$ cat src/rtl/bdsel_pkg.sv
package bdsel_pkg;
    localparam int DIV_W  = 16;
    localparam int OVS_LO = 13;
    localparam int OVS_HI = 16;

    typedef enum logic [1:0] {
        ST_IDLE = 2'd0,
        ST_LOAD = 2'd1,
        ST_STEP = 2'd2,
        ST_PICK = 2'd3
    } bdsel_st_e;
endpackage

$ cat src/rtl/bdsel_divstep.sv
// One restoring-division step: shift in the next dividend bit and subtract if it fits.
module bdsel_divstep #(
    parameter int W = 32
) (
    input  logic [W-1:0] rem_i,
    input  logic [W-1:0] acc_i,
    input  logic [W-1:0] den_i,
    output logic [W-1:0] rem_o,
    output logic [W-1:0] acc_o
);
    logic [W:0] shifted;
    logic [W:0] diff;
    logic       fits;

    always_comb begin
        shifted = {rem_i, acc_i[W-1]};
        diff    = shifted - {1'b0, den_i};
        fits    = (shifted >= {1'b0, den_i});
        rem_o   = fits ? diff[W-1:0] : shifted[W-1:0];
        acc_o   = {acc_i[W-2:0], fits};
    end
endmodule

$ cat src/rtl/bdsel_ctrl.sv
// Sequencer: four divisions on one shared divider, then the mode decision.
module bdsel_ctrl
    import bdsel_pkg::*;
#(
    parameter int CLK_HZ = 48_000_000,
    parameter int BAUD_W = 24,
    parameter int NUM_W  = 32
) (
    input  logic              clk,
    input  logic              rst_n,
    input  logic              start_i,
    input  logic [BAUD_W-1:0] baud_i,
    input  logic              ovr_i,
    input  logic [DIV_W:0]    ovr_val_i,
    output logic              busy_o,
    output logic              done_o,
    output logic [DIV_W-1:0]  div_o,
    output logic              mode13_o
);
    localparam int CNT_W   = $clog2(NUM_W + 1);
    localparam int MAX_DIV = (1 << DIV_W) - 1;
    localparam logic [NUM_W-1:0] CLK_N = NUM_W'(CLK_HZ);

    typedef struct packed {
        bdsel_st_e         st;
        logic [1:0]        ph;
        logic [CNT_W-1:0]  cnt;
        logic [BAUD_W-1:0] baud;
        logic [NUM_W-1:0]  rem;
        logic [NUM_W-1:0]  acc;
        logic [NUM_W-1:0]  den;
        logic [NUM_W-1:0]  r13;
        logic [NUM_W-1:0]  r16;
        logic [DIV_W-1:0]  d13;
        logic [DIV_W-1:0]  d16;
        logic [DIV_W-1:0]  div;
        logic              mode13;
        logic              done;
    } ctrl_t;

    ctrl_t q, d;

    logic [NUM_W-1:0] stp_rem, stp_acc;
    logic [NUM_W-1:0] ld_num, ld_den;
    logic [NUM_W-1:0] baud_n, e13, e16;

    function automatic logic [DIV_W-1:0] clamp_div(input logic [NUM_W-1:0] v);
        if (v == '0)
            return DIV_W'(1);
        else if (v > NUM_W'(MAX_DIV))
            return '1;
        else
            return v[DIV_W-1:0];
    endfunction

    bdsel_divstep #(.W(NUM_W)) u_step (
        .rem_i (q.rem),
        .acc_i (q.acc),
        .den_i (q.den),
        .rem_o (stp_rem),
        .acc_o (stp_acc)
    );

    // Operand selection per phase: two rounded divisors, then two achieved rates.
    always_comb begin
        unique case (q.ph)
            2'd0: begin
                ld_den = NUM_W'(q.baud) * NUM_W'(OVS_LO);
                ld_num = CLK_N + (ld_den >> 1);
            end
            2'd1: begin
                ld_den = NUM_W'(q.baud) * NUM_W'(OVS_HI);
                ld_num = CLK_N + (ld_den >> 1);
            end
            2'd2: begin
                ld_den = NUM_W'(q.d13) * NUM_W'(OVS_LO);
                ld_num = CLK_N;
            end
            default: begin
                ld_den = NUM_W'(q.d16) * NUM_W'(OVS_HI);
                ld_num = CLK_N;
            end
        endcase
    end

    always_comb begin
        baud_n = NUM_W'(q.baud);
        e13    = (baud_n > q.r13) ? baud_n - q.r13 : q.r13 - baud_n;
        e16    = (baud_n > q.r16) ? baud_n - q.r16 : q.r16 - baud_n;
    end

    always_comb begin
        d      = q;
        d.done = 1'b0;
        unique case (q.st)
            ST_IDLE: begin
                if (start_i) begin
                    d.baud = baud_i;
                    d.ph   = 2'd0;
                    d.st   = ST_LOAD;
                end else if (ovr_i) begin
                    d.div    = (ovr_val_i[DIV_W-1:0] == '0) ? DIV_W'(1)
                                                            : ovr_val_i[DIV_W-1:0];
                    d.mode13 = ovr_val_i[DIV_W];
                end
            end
            ST_LOAD: begin
                d.acc = ld_num;
                d.den = ld_den;
                d.rem = '0;
                d.cnt = CNT_W'(NUM_W);
                d.st  = ST_STEP;
            end
            ST_STEP: begin
                d.rem = stp_rem;
                d.acc = stp_acc;
                d.cnt = q.cnt - CNT_W'(1);
                if (q.cnt == CNT_W'(1)) begin
                    unique case (q.ph)
                        2'd0:    d.d13 = clamp_div(stp_acc);
                        2'd1:    d.d16 = clamp_div(stp_acc);
                        2'd2:    d.r13 = stp_acc;
                        default: d.r16 = stp_acc;
                    endcase
                    if (q.ph == 2'd3) begin
                        d.st = ST_PICK;
                    end else begin
                        d.ph = q.ph + 2'd1;
                        d.st = ST_LOAD;
                    end
                end
            end
            default: begin
                d.mode13 = (e13 < e16);
                d.div    = (e13 < e16) ? q.d13 : q.d16;
                d.done   = 1'b1;
                d.st     = ST_IDLE;
            end
        endcase
    end

    always_ff @(posedge clk or negedge rst_n) begin
        if (!rst_n) begin
            q     <= '0;
            q.div <= '1;
        end else begin
            q <= d;
        end
    end

    assign busy_o   = (q.st != ST_IDLE);
    assign done_o   = q.done;
    assign div_o    = q.div;
    assign mode13_o = q.mode13;


    done_single_chk: assert property (@(posedge clk) disable iff (!rst_n)
        q.done |=> !q.done);


    start_busy_chk: assert property (@(posedge clk) disable iff (!rst_n)
        (start_i && q.st == ST_IDLE) |=> busy_o);


    baud_lock_chk: assert property (@(posedge clk) disable iff (!rst_n)
        (q.st != ST_IDLE) |=> $stable(q.baud));


    div_hold_chk: assert property (@(posedge clk) disable iff (!rst_n)
        (q.st == ST_LOAD || q.st == ST_STEP) |=> ($stable(q.div) && $stable(q.mode13)));


    div_nonzero_chk: assert property (@(posedge clk) disable iff (!rst_n)
        q.div != '0);
endmodule

$ cat src/rtl/bdsel_tick.sv
// Oversample tick: count down from divisor-1, pulse and reload at zero.
module bdsel_tick
    import bdsel_pkg::*;
(
    input  logic             clk,
    input  logic             rst_n,
    input  logic [DIV_W-1:0] div_i,
    output logic             tick_o
);
    typedef struct packed {
        logic [DIV_W-1:0] cnt;
        logic             tick;
    } tick_t;

    tick_t q, d;

    always_comb begin
        d = q;
        if (q.cnt == '0) begin
            d.cnt  = div_i - DIV_W'(1);
            d.tick = 1'b1;
        end else begin
            d.cnt  = q.cnt - DIV_W'(1);
            d.tick = 1'b0;
        end
    end

    always_ff @(posedge clk or negedge rst_n) begin
        if (!rst_n) q <= '0;
        else        q <= d;
    end

    assign tick_o = q.tick;


    tick_gap_chk: assert property (@(posedge clk) disable iff (!rst_n)
        (q.cnt != '0) |=> !q.tick);
endmodule

$ cat src/rtl/baud_mode_picker.sv
module baud_mode_picker
    import bdsel_pkg::*;
#(
    parameter int CLK_HZ = 48_000_000,
    parameter int BAUD_W = 24,
    parameter int NUM_W  = 32
) (
    input  logic              clk,
    input  logic              rst_n,
    input  logic              start_i,
    input  logic [BAUD_W-1:0] baud_i,
    input  logic              ovr_i,
    input  logic [16:0]       ovr_val_i,
    output logic              busy_o,
    output logic              done_o,
    output logic [15:0]       div_o,
    output logic              mode13_o,
    output logic              tick_o
);
    logic [DIV_W-1:0] div_w;

    bdsel_ctrl #(
        .CLK_HZ (CLK_HZ),
        .BAUD_W (BAUD_W),
        .NUM_W  (NUM_W)
    ) u_ctrl (
        .clk       (clk),
        .rst_n     (rst_n),
        .start_i   (start_i),
        .baud_i    (baud_i),
        .ovr_i     (ovr_i),
        .ovr_val_i (ovr_val_i),
        .busy_o    (busy_o),
        .done_o    (done_o),
        .div_o     (div_w),
        .mode13_o  (mode13_o)
    );

    bdsel_tick u_tick (
        .clk    (clk),
        .rst_n  (rst_n),
        .div_i  (div_w),
        .tick_o (tick_o)
    );

    assign div_o = div_w;
endmodule

$ cat config.mk
export PLATFORM = sky130hd
export DESIGN_NAME = baud_mode_picker
export DESIGN_NICKNAME = d
export VERILOG_FILES = /design/src/rtl/bdsel_pkg.sv /design/src/rtl/bdsel_divstep.sv /design/src/rtl/bdsel_ctrl.sv /design/src/rtl/bdsel_tick.sv /design/src/rtl/baud_mode_picker.sv
export SDC_FILE = /design/constraint.sdc
export NUM_CORES = 1
export LEC_CHECK = 0
export BUFFER_PORTS_ARGS = -buffer_cell sky130_fd_sc_hd__buf_2
export CAP_MARGIN = 40
export CORE_UTILIZATION = 40
export CTS_CLUSTER_DIAMETER = 50
export DETAILED_ROUTE_END_ITERATION = 10
export GPL_ROUTABILITY_DRIVEN = 1
export GPL_TIMING_DRIVEN = 0
export SYNTH_ARGS = -nofsm -noshare
export SYNTH_HDL_FRONTEND = slang
export SYNTH_SLANG_ARGS = --single-unit
$ cat constraint.sdc
create_clock -name clk -period 10.5 [get_ports clk]
set_input_delay 1.05 -clock clk [delete_from_list [all_inputs] [get_ports clk]]
set_output_delay 1.05 -clock clk [all_outputs]
set_load 0.02 [all_outputs]
==> results of run 1 <==
==> cell usage after synthesis (56+ instances only) <==
master    instances  area [um^2]
inv_1           322         1209
nor2_1          170        638.1
dfrtp_1         241         6031
ha_1            256         3203
xnor2_1          85        744.5
a21o_1           91        683.2
nand2_1         218        818.3
mux2i_1          56        560.5
clkbuf_1         91        341.6
o21ai_0         194        970.9
a21oi_1         244         1221
mux2_2           85        957.2
==> cell type report <==
cell class,count,share of cell area [%]
multi-input combinational,2189,59.01
sequential,257,23.72
inverter,326,4.499
clock buffer,52,4.108
tap,782,3.598
buffer,144,2.356
timing repair buffer,72,1.665
clock inverter,22,1.021
antenna,2,0.01840
==> cell usage in the layout (no fill, tap or decap), types with 22 or more instances in the layout <==
cell and n:
o22ai_1 27, nor2_1 170, o21bai_1 41, nor2b_1 23, nor4_1 22, fa_1 39
nand3_1 41, xnor2_1 85, buf_2 93, clkbuf_1 97, mux2i_1 56, nand4_1 36
ha_1 256, xor2_1 49, clkbuf_16 41, a21o_1 91, a211oi_1 29, mux2_2 85
nand2b_1 26, o21ai_0 194, inv_1 322, o21a_1 26, a21oi_1 244, nand2_1 218
nor3_1 53, dfrtp_1 241, o21ai_1 23, o2bb2ai_1 23, a31oi_1 23
==> flip-flops by register name, indices dropped and copies added, names as in the netlist <==
name,count
u_ctrl.mode13_o,1
u_ctrl.done_o,1
u_ctrl.div_o,16
u_tick.q,16
u_ctrl.baud_n,24
u_tick.tick_o,1
u_ctrl.q,198
==> per-layer routing <==
layer	vias to the layer above	GRT usage [%]	share of wire [%]
met5	-	0	0
met4	0	11.07	4.2
met3	182	3.438	5.6
met2	803	46.19	47
met1	11172	35.58	43
li1	10616	-	-
==> cells by family (layout without fill, tap and decap cells) <==
family          count (synthesis)  in the layout  synth area share (%)
buf+inv                       470            616                 7.652
flops                         257            257                 26.48
other cells                     0              2                     0
simple gates                  697            697                 13.85
compound gates                919            919                 24.47
fa+ha+maj                     295            295                 16.35
mux                           144            144                 6.383
xor+xnor                      134            134                 4.817
==> worst max-delay path: stages (launching register included) <==
cell,delay [ns]
dfrtp_1,0.58
inv_1,0.22
ha_1,0.39
clkbuf_1,0.34
nand2_1,0.18
nor2_1,0.61
nand4_1,0.16
nor3_1,0.22
a211oi_1,0.18
nand2_1,0.44
clkbuf_1,0.53
o21ai_0,0.19
o311a_1,0.24
o22ai_1,0.31
xnor2_1,0.21
ha_1,0.29
a21o_1,0.18
a21o_1,0.17
a21o_1,0.17
a21o_1,0.18
a21o_1,0.18
a21o_1,0.17
a221oi_1,0.29
a21boi_1,0.62
buf_2,0.36
buf_4,0.26
mux2i_1,0.39
o221ai_1,0.21
==> metrics by stage <==
step	instances	worst slack, ns	hold slack, ns	util [%]
3_5_place_dp	3770	2.132	0.4757	42.82
2_1_floorplan	2916	4.978	0.4403	-
6_report	3846	2.068	0.3384	45.14
3_3_place_gp	3761	2.128	0.4630	42.59
5_1_grt	3846	1.698	0.3393	45.14
4_1_cts	3844	2.065	0.3205	45.13
==> worst paths after layout <==
path / start / endpoint / slack [ns] / cells past startpoint
min reg2reg: u_ctrl.mode13_o / u_ctrl.mode13_o / 0.48 / 2
max: u_ctrl.baud_n[21] / u_ctrl.div_o[8] / 2.07 / 27
max in group asynchronous: rst_n / u_ctrl.mode13_o / 9.21 / 2
min in group clk: u_ctrl.mode13_o / u_ctrl.mode13_o / 0.48 / 2
min: rst_n / u_ctrl.baud_n[20] / 0.34 / 1
max reg2reg: u_ctrl.baud_n[21] / u_ctrl.div_o[8] / 2.07 / 27
==> summary.txt, run 1 <==
Floorplan
  – Die Width: ~250 um
  – Num rows: 90
  – Die Y-Extent: 248.8 um
  – Die area: around 0.062 mm^2
  – Ports: 65
  – Core box area: 0.06025 mm^2
  – Initial Util: 40.44%

Synth
  – Yosys Warn Count: 0
  – Mapped cell area: 0.02436 mm^2
  – #FFs+latches synth: 257
  – Post-Synthesis Cells: 2916
  – Register area share after synthesis: between 20% and 30%
  – Top FF cell, synth: dfrtp_1
  – Post-synth EDFFs: 0
  – Mean Syn Cell Area: about 8.4 um^2
  – Synth cell types: between 90 and 100
  – Post-synthesis async set-or-reset flop share: 100.0%
  – Syn Nets: around 3300

Detailed routing
  – Vias/cell: 5.921
  – WL/cell: between 20 and 25 um
  – DRT iter0 DRCs: about 1600
  – Via count: roughly 23000
  – Routed Antenna Nets: 0
  – Drt first pass iters: 5
  – Routed wire length: roughly 86 mm
  – DRC Markers: 0

Clock tree
  – Cts-stage hold buffer count: 0
  – Register clock-pin slew on the reported worst setup and hold paths: roughly 0.06 ns
  – CTS H-tree depth: 2
  – Post-CTS Setup Inserts: 0
  – Skew-Pair Late Insertion Delay: 0.59 ns
  – CTS resizes: 0
  – CTS Buffer Depth: 3
  – Clk sinks: ~260
  – Root Driver: clkbuf_16
  – Num CTS Buffers: 41
  – TritonCTS clock tree: done

Timing
  – Slew Viols, Final: 0
  – Achievable frequency: between 100 and 150 MHz
  – Slew headroom: between 30% and 40%
  – Final Hold Fails: 0
  – Crit share post-route: between 80% and 90%
  – Final setup TNS: 0 ns
  – RSZ-0062 raised after global routing: no
  – Number of setup violations in the final report: 0
  – Skew final: roughly 0.029 ns
  – Worst-margin pin slew: 0.9204 ns
  – Min Clock Period, post-route: 8.432 ns

Global route
  – Vias in the first global route: about 23000
  – GR Overflow Total: 0
  – Initial antenna violation count: 2
  – First-pass GRT wire length: between 100 and 150 mm
  – Largest net degree at the start of global routing: 120
  – Gr usage total: 27.44%

Run
  – Max cap viols: 0

Cells and area
  – Area of the multi-input gates: around 0.016 mm^2
  – Share of cells above drive strength 1: 10.52%
  – Final net count: between 3000 and 4000
  – Post-route cell area: roughly 0.027 mm^2
  – Seq. cell area: ~0.0065 mm^2
  – Fillers: 5880
  – Area grow syn2layout: 11.62%

Setup path
  – Setup crit end kind: flip-flop
  – Crit Path Max Fanout: 10
  – WP data required: roughly 11 ns
  – CP arrival: between 8 and 9 ns
  – CP Class: reg -> reg
  – Worst Setup Start Kind: flip-flop

Hold path
  – Min-Delay Path Class: in -> async

Place
  – Placed Area: approximately 0.026 mm^2
  – Port bufs: between 60 and 70
  – GP Congestion: between 0.9 and 1
  – Hpwl dp: 69.61 mm

Outcome
  – Status: complete, no violations
Power of run 1 is left out: the tool's default activity adds up to more than one toggle a clock period on the data nets, which glitch-free logic cannot reach.
==> inputs of run 2 (changes only) <==
--- a/config.mk
+++ b/config.mk
@@ -5,6 +5,7 @@
 export SDC_FILE = /design/constraint.sdc
 export NUM_CORES = 1
 export LEC_CHECK = 0
+export ABC_AREA = 1
 export BUFFER_PORTS_ARGS = -buffer_cell sky130_fd_sc_hd__buf_2
 export CAP_MARGIN = 40
 export CORE_UTILIZATION = 40
==> constraint.sdc (replaced) <==
create_clock -name clk -period 6.9 [get_ports clk]
set_input_delay 0.69 -clock clk [delete_from_list [all_inputs] [get_ports clk]]
set_output_delay 0.69 -clock clk [all_outputs]
set_load 0.02 [all_outputs]
==> run 2 against run 1 <==
Compared with the run above:
- maximum frequency is 30% higher
- register-to-register slack got worse by 1.6 ns
- first-iteration DRC count is 12% higher
- cell count grew 21%
- sequential share of layout area fell by 0.67 points
- critical path type unchanged
- critical endpoint is now u_ctrl.div_o[13]
==> summary.txt, run 2 <==
Global route
  – Largest net degree at the start of global routing: 119 (-0.83%)
  – GRT met3 Usage: 3.927% (+0.49 points)
  – M1 GR Usage: 36.53% (+0.95 points)
  – Gr usage total: 28.85% (+1.4 points)
  – GRT met2 Usage: 48.77% (+2.6 points)
  – Vias in the first global route: 24279 (+7.9%)
  – First-pass GRT wire length: 140.8 mm (+6.5%)
  – GRT busiest layer: met2
  – Initial antenna violation count: 0 (-2)
  – GR Overflow Total: 0 (unchanged)

Synth
  – Leading area contributor after synthesis: dfrtp_1
  – Commonest cells in the netlist: nand2_1 (797), inv_1 (627), a21oi_1 (350), o21ai_0 (334), ha_1 (256)
  – Post-synth EDFFs: 0 (unchanged)
  – Syn Nets: 4000 (+23%)
  – Post-synthesis async set-or-reset flop share: 100.0% (unchanged)
  – Yosys Warn Count: 0 (unchanged)
  – Most frequent cell after synthesis: nand2_1
  – Top FF cell, synth: dfrtp_1
  – Synth cell types: 71 (-23%)
  – #FFs+latches synth: 257 (unchanged)
  – Mean Syn Cell Area: 6.888 um^2 (-18%)
  – Top post-synthesis cells by area: dfrtp_1 (24%), ha_1 (13%), nand2_1 (12%), inv_1 (9.3%), a21oi_1 (6.9%)
  – Top cell type's share of synthesized area: 23.92% (-0.83 points)
  – Register area share after synthesis: 25.59% (-0.89 points)
  – Post-Synthesis Cells: 3660 (+26%)
  – Mapped cell area: 0.02521 mm^2 (+3.5%)

Place
  – Port bufs: 64 (+1.6%)
  – Placed Area: 0.02668 mm^2 (+3.4%)
  – GP Congestion: 1.042 (+7.2%)
  – Hpwl dp: 76.85 mm (+10%)

Clock tree
  – Num CTS Buffers: 40 (-2.4%)
  – Register clock-pin slew on the reported worst setup and hold paths: 0.06 ns (about the same)
  – Root Driver: clkbuf_16
  – Post-CTS Setup Inserts: 0 (unchanged)
  – Clk sinks: 257 (unchanged)
  – CTS H-tree depth: 2 (unchanged)
  – CTS Buffer Depth: 3 (unchanged)
  – TritonCTS clock tree: done
  – Skew-Pair Late Insertion Delay: 0.58 ns (about the same)
  – Cts-stage hold buffer count: 0 (unchanged)
  – CTS resizes: 0 (unchanged)

Cells and area
  – Max reg flops: 198 (unchanged)
  – Post-route cell area: 0.02799 mm^2 (+2.9%)
  – Top reg by flops: u_ctrl.q
  – Share of cells above drive strength 1: 8.055% (-2.5 points)
  – Ant. Diodes: 0 (-2)
  – Most frequent cells in the layout: nand2_1 (797), inv_1 (627), a21oi_1 (350), o21ai_0 (334), ha_1 (256)
  – Final net count: 4111 (+22%)
  – Most common cell after layout, fill and taps aside: nand2_1
  – Area grow syn2layout: 11.03%
  – Fillers: 6664 (+13%)

Hold path
  – Min-Delay Path Class: in -> async

Timing
  – RSZ-0062 raised after global routing: no
  – Final setup TNS: 0 ns (unchanged)
  – Slew Viols, Final: 0 (unchanged)
  – Hold_ws: 0.04921 ns (-0.2892 ns)
  – Slew headroom: 43.27% (+6.2 points)
  – Achievable frequency: 154.7 MHz (+30%)
  – Final Hold Fails: 0 (unchanged)
  – Number of setup violations in the final report: 0 (unchanged)
  – Crit share post-route: 93.69% (+13 points)
  – Skew final: 0.04202 ns (+0.01335 ns)
  – Min Clock Period, post-route: 6.465 ns (-1.967 ns)
  – Worst-margin pin slew: 0.8420 ns (-0.07840 ns)

Setup path
  – Critical Path Max Stage Delay: 0.60 ns (-0.02 ns)
  – Setup crit end kind: flip-flop
  – Reg2reg start: u_ctrl.baud_n[19]
  – CP arrival: 6.95 ns (-1.94 ns)
  – Worst R2R End: u_ctrl.div_o[13]
  – CP Class: reg -> reg
  – WP data required: 7.38 ns (-3.57 ns)
  – Worst Setup Start Kind: flip-flop
  – R2R cell count: 24 (-11%)
  – Slowest CP cell: a21oi_1
  – CP top delay family: simple AND/OR/NAND/NOR gates
  – Crit path cell chain: inv_1 > ha_1 > nand2_1 > nor2_1 > inv_1 > nor2_1 > nand2_1 > nor4_1 > nor4_1 > nand2_2 > buf_2 > o2111ai_1 > xor2_1 > ha_1 > nand2_1 > nor2_1 > a211oi_1 > o221ai_1 > a21oi_1 > nand2_1 > clkbuf_1 > a21oi_1 > o21ai_0 > a21oi_1
  – Most used cell, CP: nand2_1
  – Reg2reg setup slack: 0.44 ns (-1.63 ns)
  – Crit Path Max Fanout: 10 (unchanged)
  – CP Buf/Inv Count: 4 (-1)

Detailed routing
  – WL/cell: 19.95 um (-11%)
  – Via count: 24857 (+9.2%)
  – DRT iter0 DRCs: 1851 (+12%)
  – Routed Antenna Nets: 0 (unchanged)
  – Drt first pass iters: 6 (+1)
  – DRC Markers: 0 (unchanged)
  – Vias/cell: 5.362 (-9.4%)
  – Routed wire length: 92.47 mm (+7.4%)

Floorplan
  – Num rows: 91 (+1.1%)
  – Die Width: 253.1 um (+1.7%)
  – Die Y-Extent: 253.1 um (+1.7%)
  – Initial Util: 40.70% (+0.26 points)
  – Core box area: 0.06194 mm^2 (+2.8%)
  – Die area: 0.06403 mm^2 (+3.4%)
  – Ports: 65 (unchanged)

Run
  – Max cap viols: 0 (unchanged)

Outcome
  – Status: complete, no violations
[run 2: changes by cell type in the layout (fill, tap and decap cells not counted), sizes merged, moves of 72 or more]
cell / before / now
nand3: 41 / 151
mux2: 88 / 1
o21ai: 218 / 369
inv: 332 / 656
a21oi: 244 / 354
nor2: 171 / 243
a21o: 91 / 7
nand2: 218 / 829
[run 2: logic make-up (layout without fill, tap and decap cells)]
group,after synthesis,after routing,synth area share (%)
fa+ha+maj,295,295,15.80
simple gates,1323,1323,22.53
buf+inv,769,908,12.01
compound gates,885,885,19.45
mux,8,8,0.3226
flops,257,257,25.59
xor+xnor,123,123,4.303
[run 2: metal layers]
metal / vias to the layer above / share of wire [%]
met5: - / 0
li1: 12143 / -
met1: 11825 / 43
met4: 0 / 4.6
met3: 195 / 5.0
met2: 694 / 47
[run 2: final cells by class]
class	count	area, um^2	share of cell area, %
flip-flops and latches	257	6451	23.05
clock buffers	50	1089	3.889
plain buffers	118	583.1	2.083
inverters	651	2444	8.730
multi-input cells	2634	15740	56.24
clock inverters	20	222.7	0.7957
repair buffers	69	411.6	1.471
well taps	837	1047	3.741
[run 2: worst max path at each step]
stage	start	endpoint	slack, ns	cells past startpoint
after floorplan	u_ctrl.baud_n[0]	u_ctrl.div_o[2]	2.95	27
after global placement	rst_n	u_ctrl.q[193]	0.21	1
after detailed placement	u_ctrl.baud_n[19]	u_ctrl.div_o[13]	0.59	24
after CTS	u_ctrl.baud_n[19]	u_ctrl.div_o[13]	0.57	24
after global routing	u_ctrl.baud_n[19]	u_ctrl.div_o[13]	0.11	24
final	u_ctrl.baud_n[19]	u_ctrl.div_o[13]	0.44	24
[run 2: through the flow]
step                instances  util [%]  setup WS (ns)
finish                   4636     45.19         0.4353
floorplan                3660         -          2.946
global route             4636     45.19         0.1106
global placement         4561     42.91         0.2084
CTS                      4636     45.19         0.5654
detailed placement       4566     43.07         0.5865
Power of run 2 is left out for the same reason.
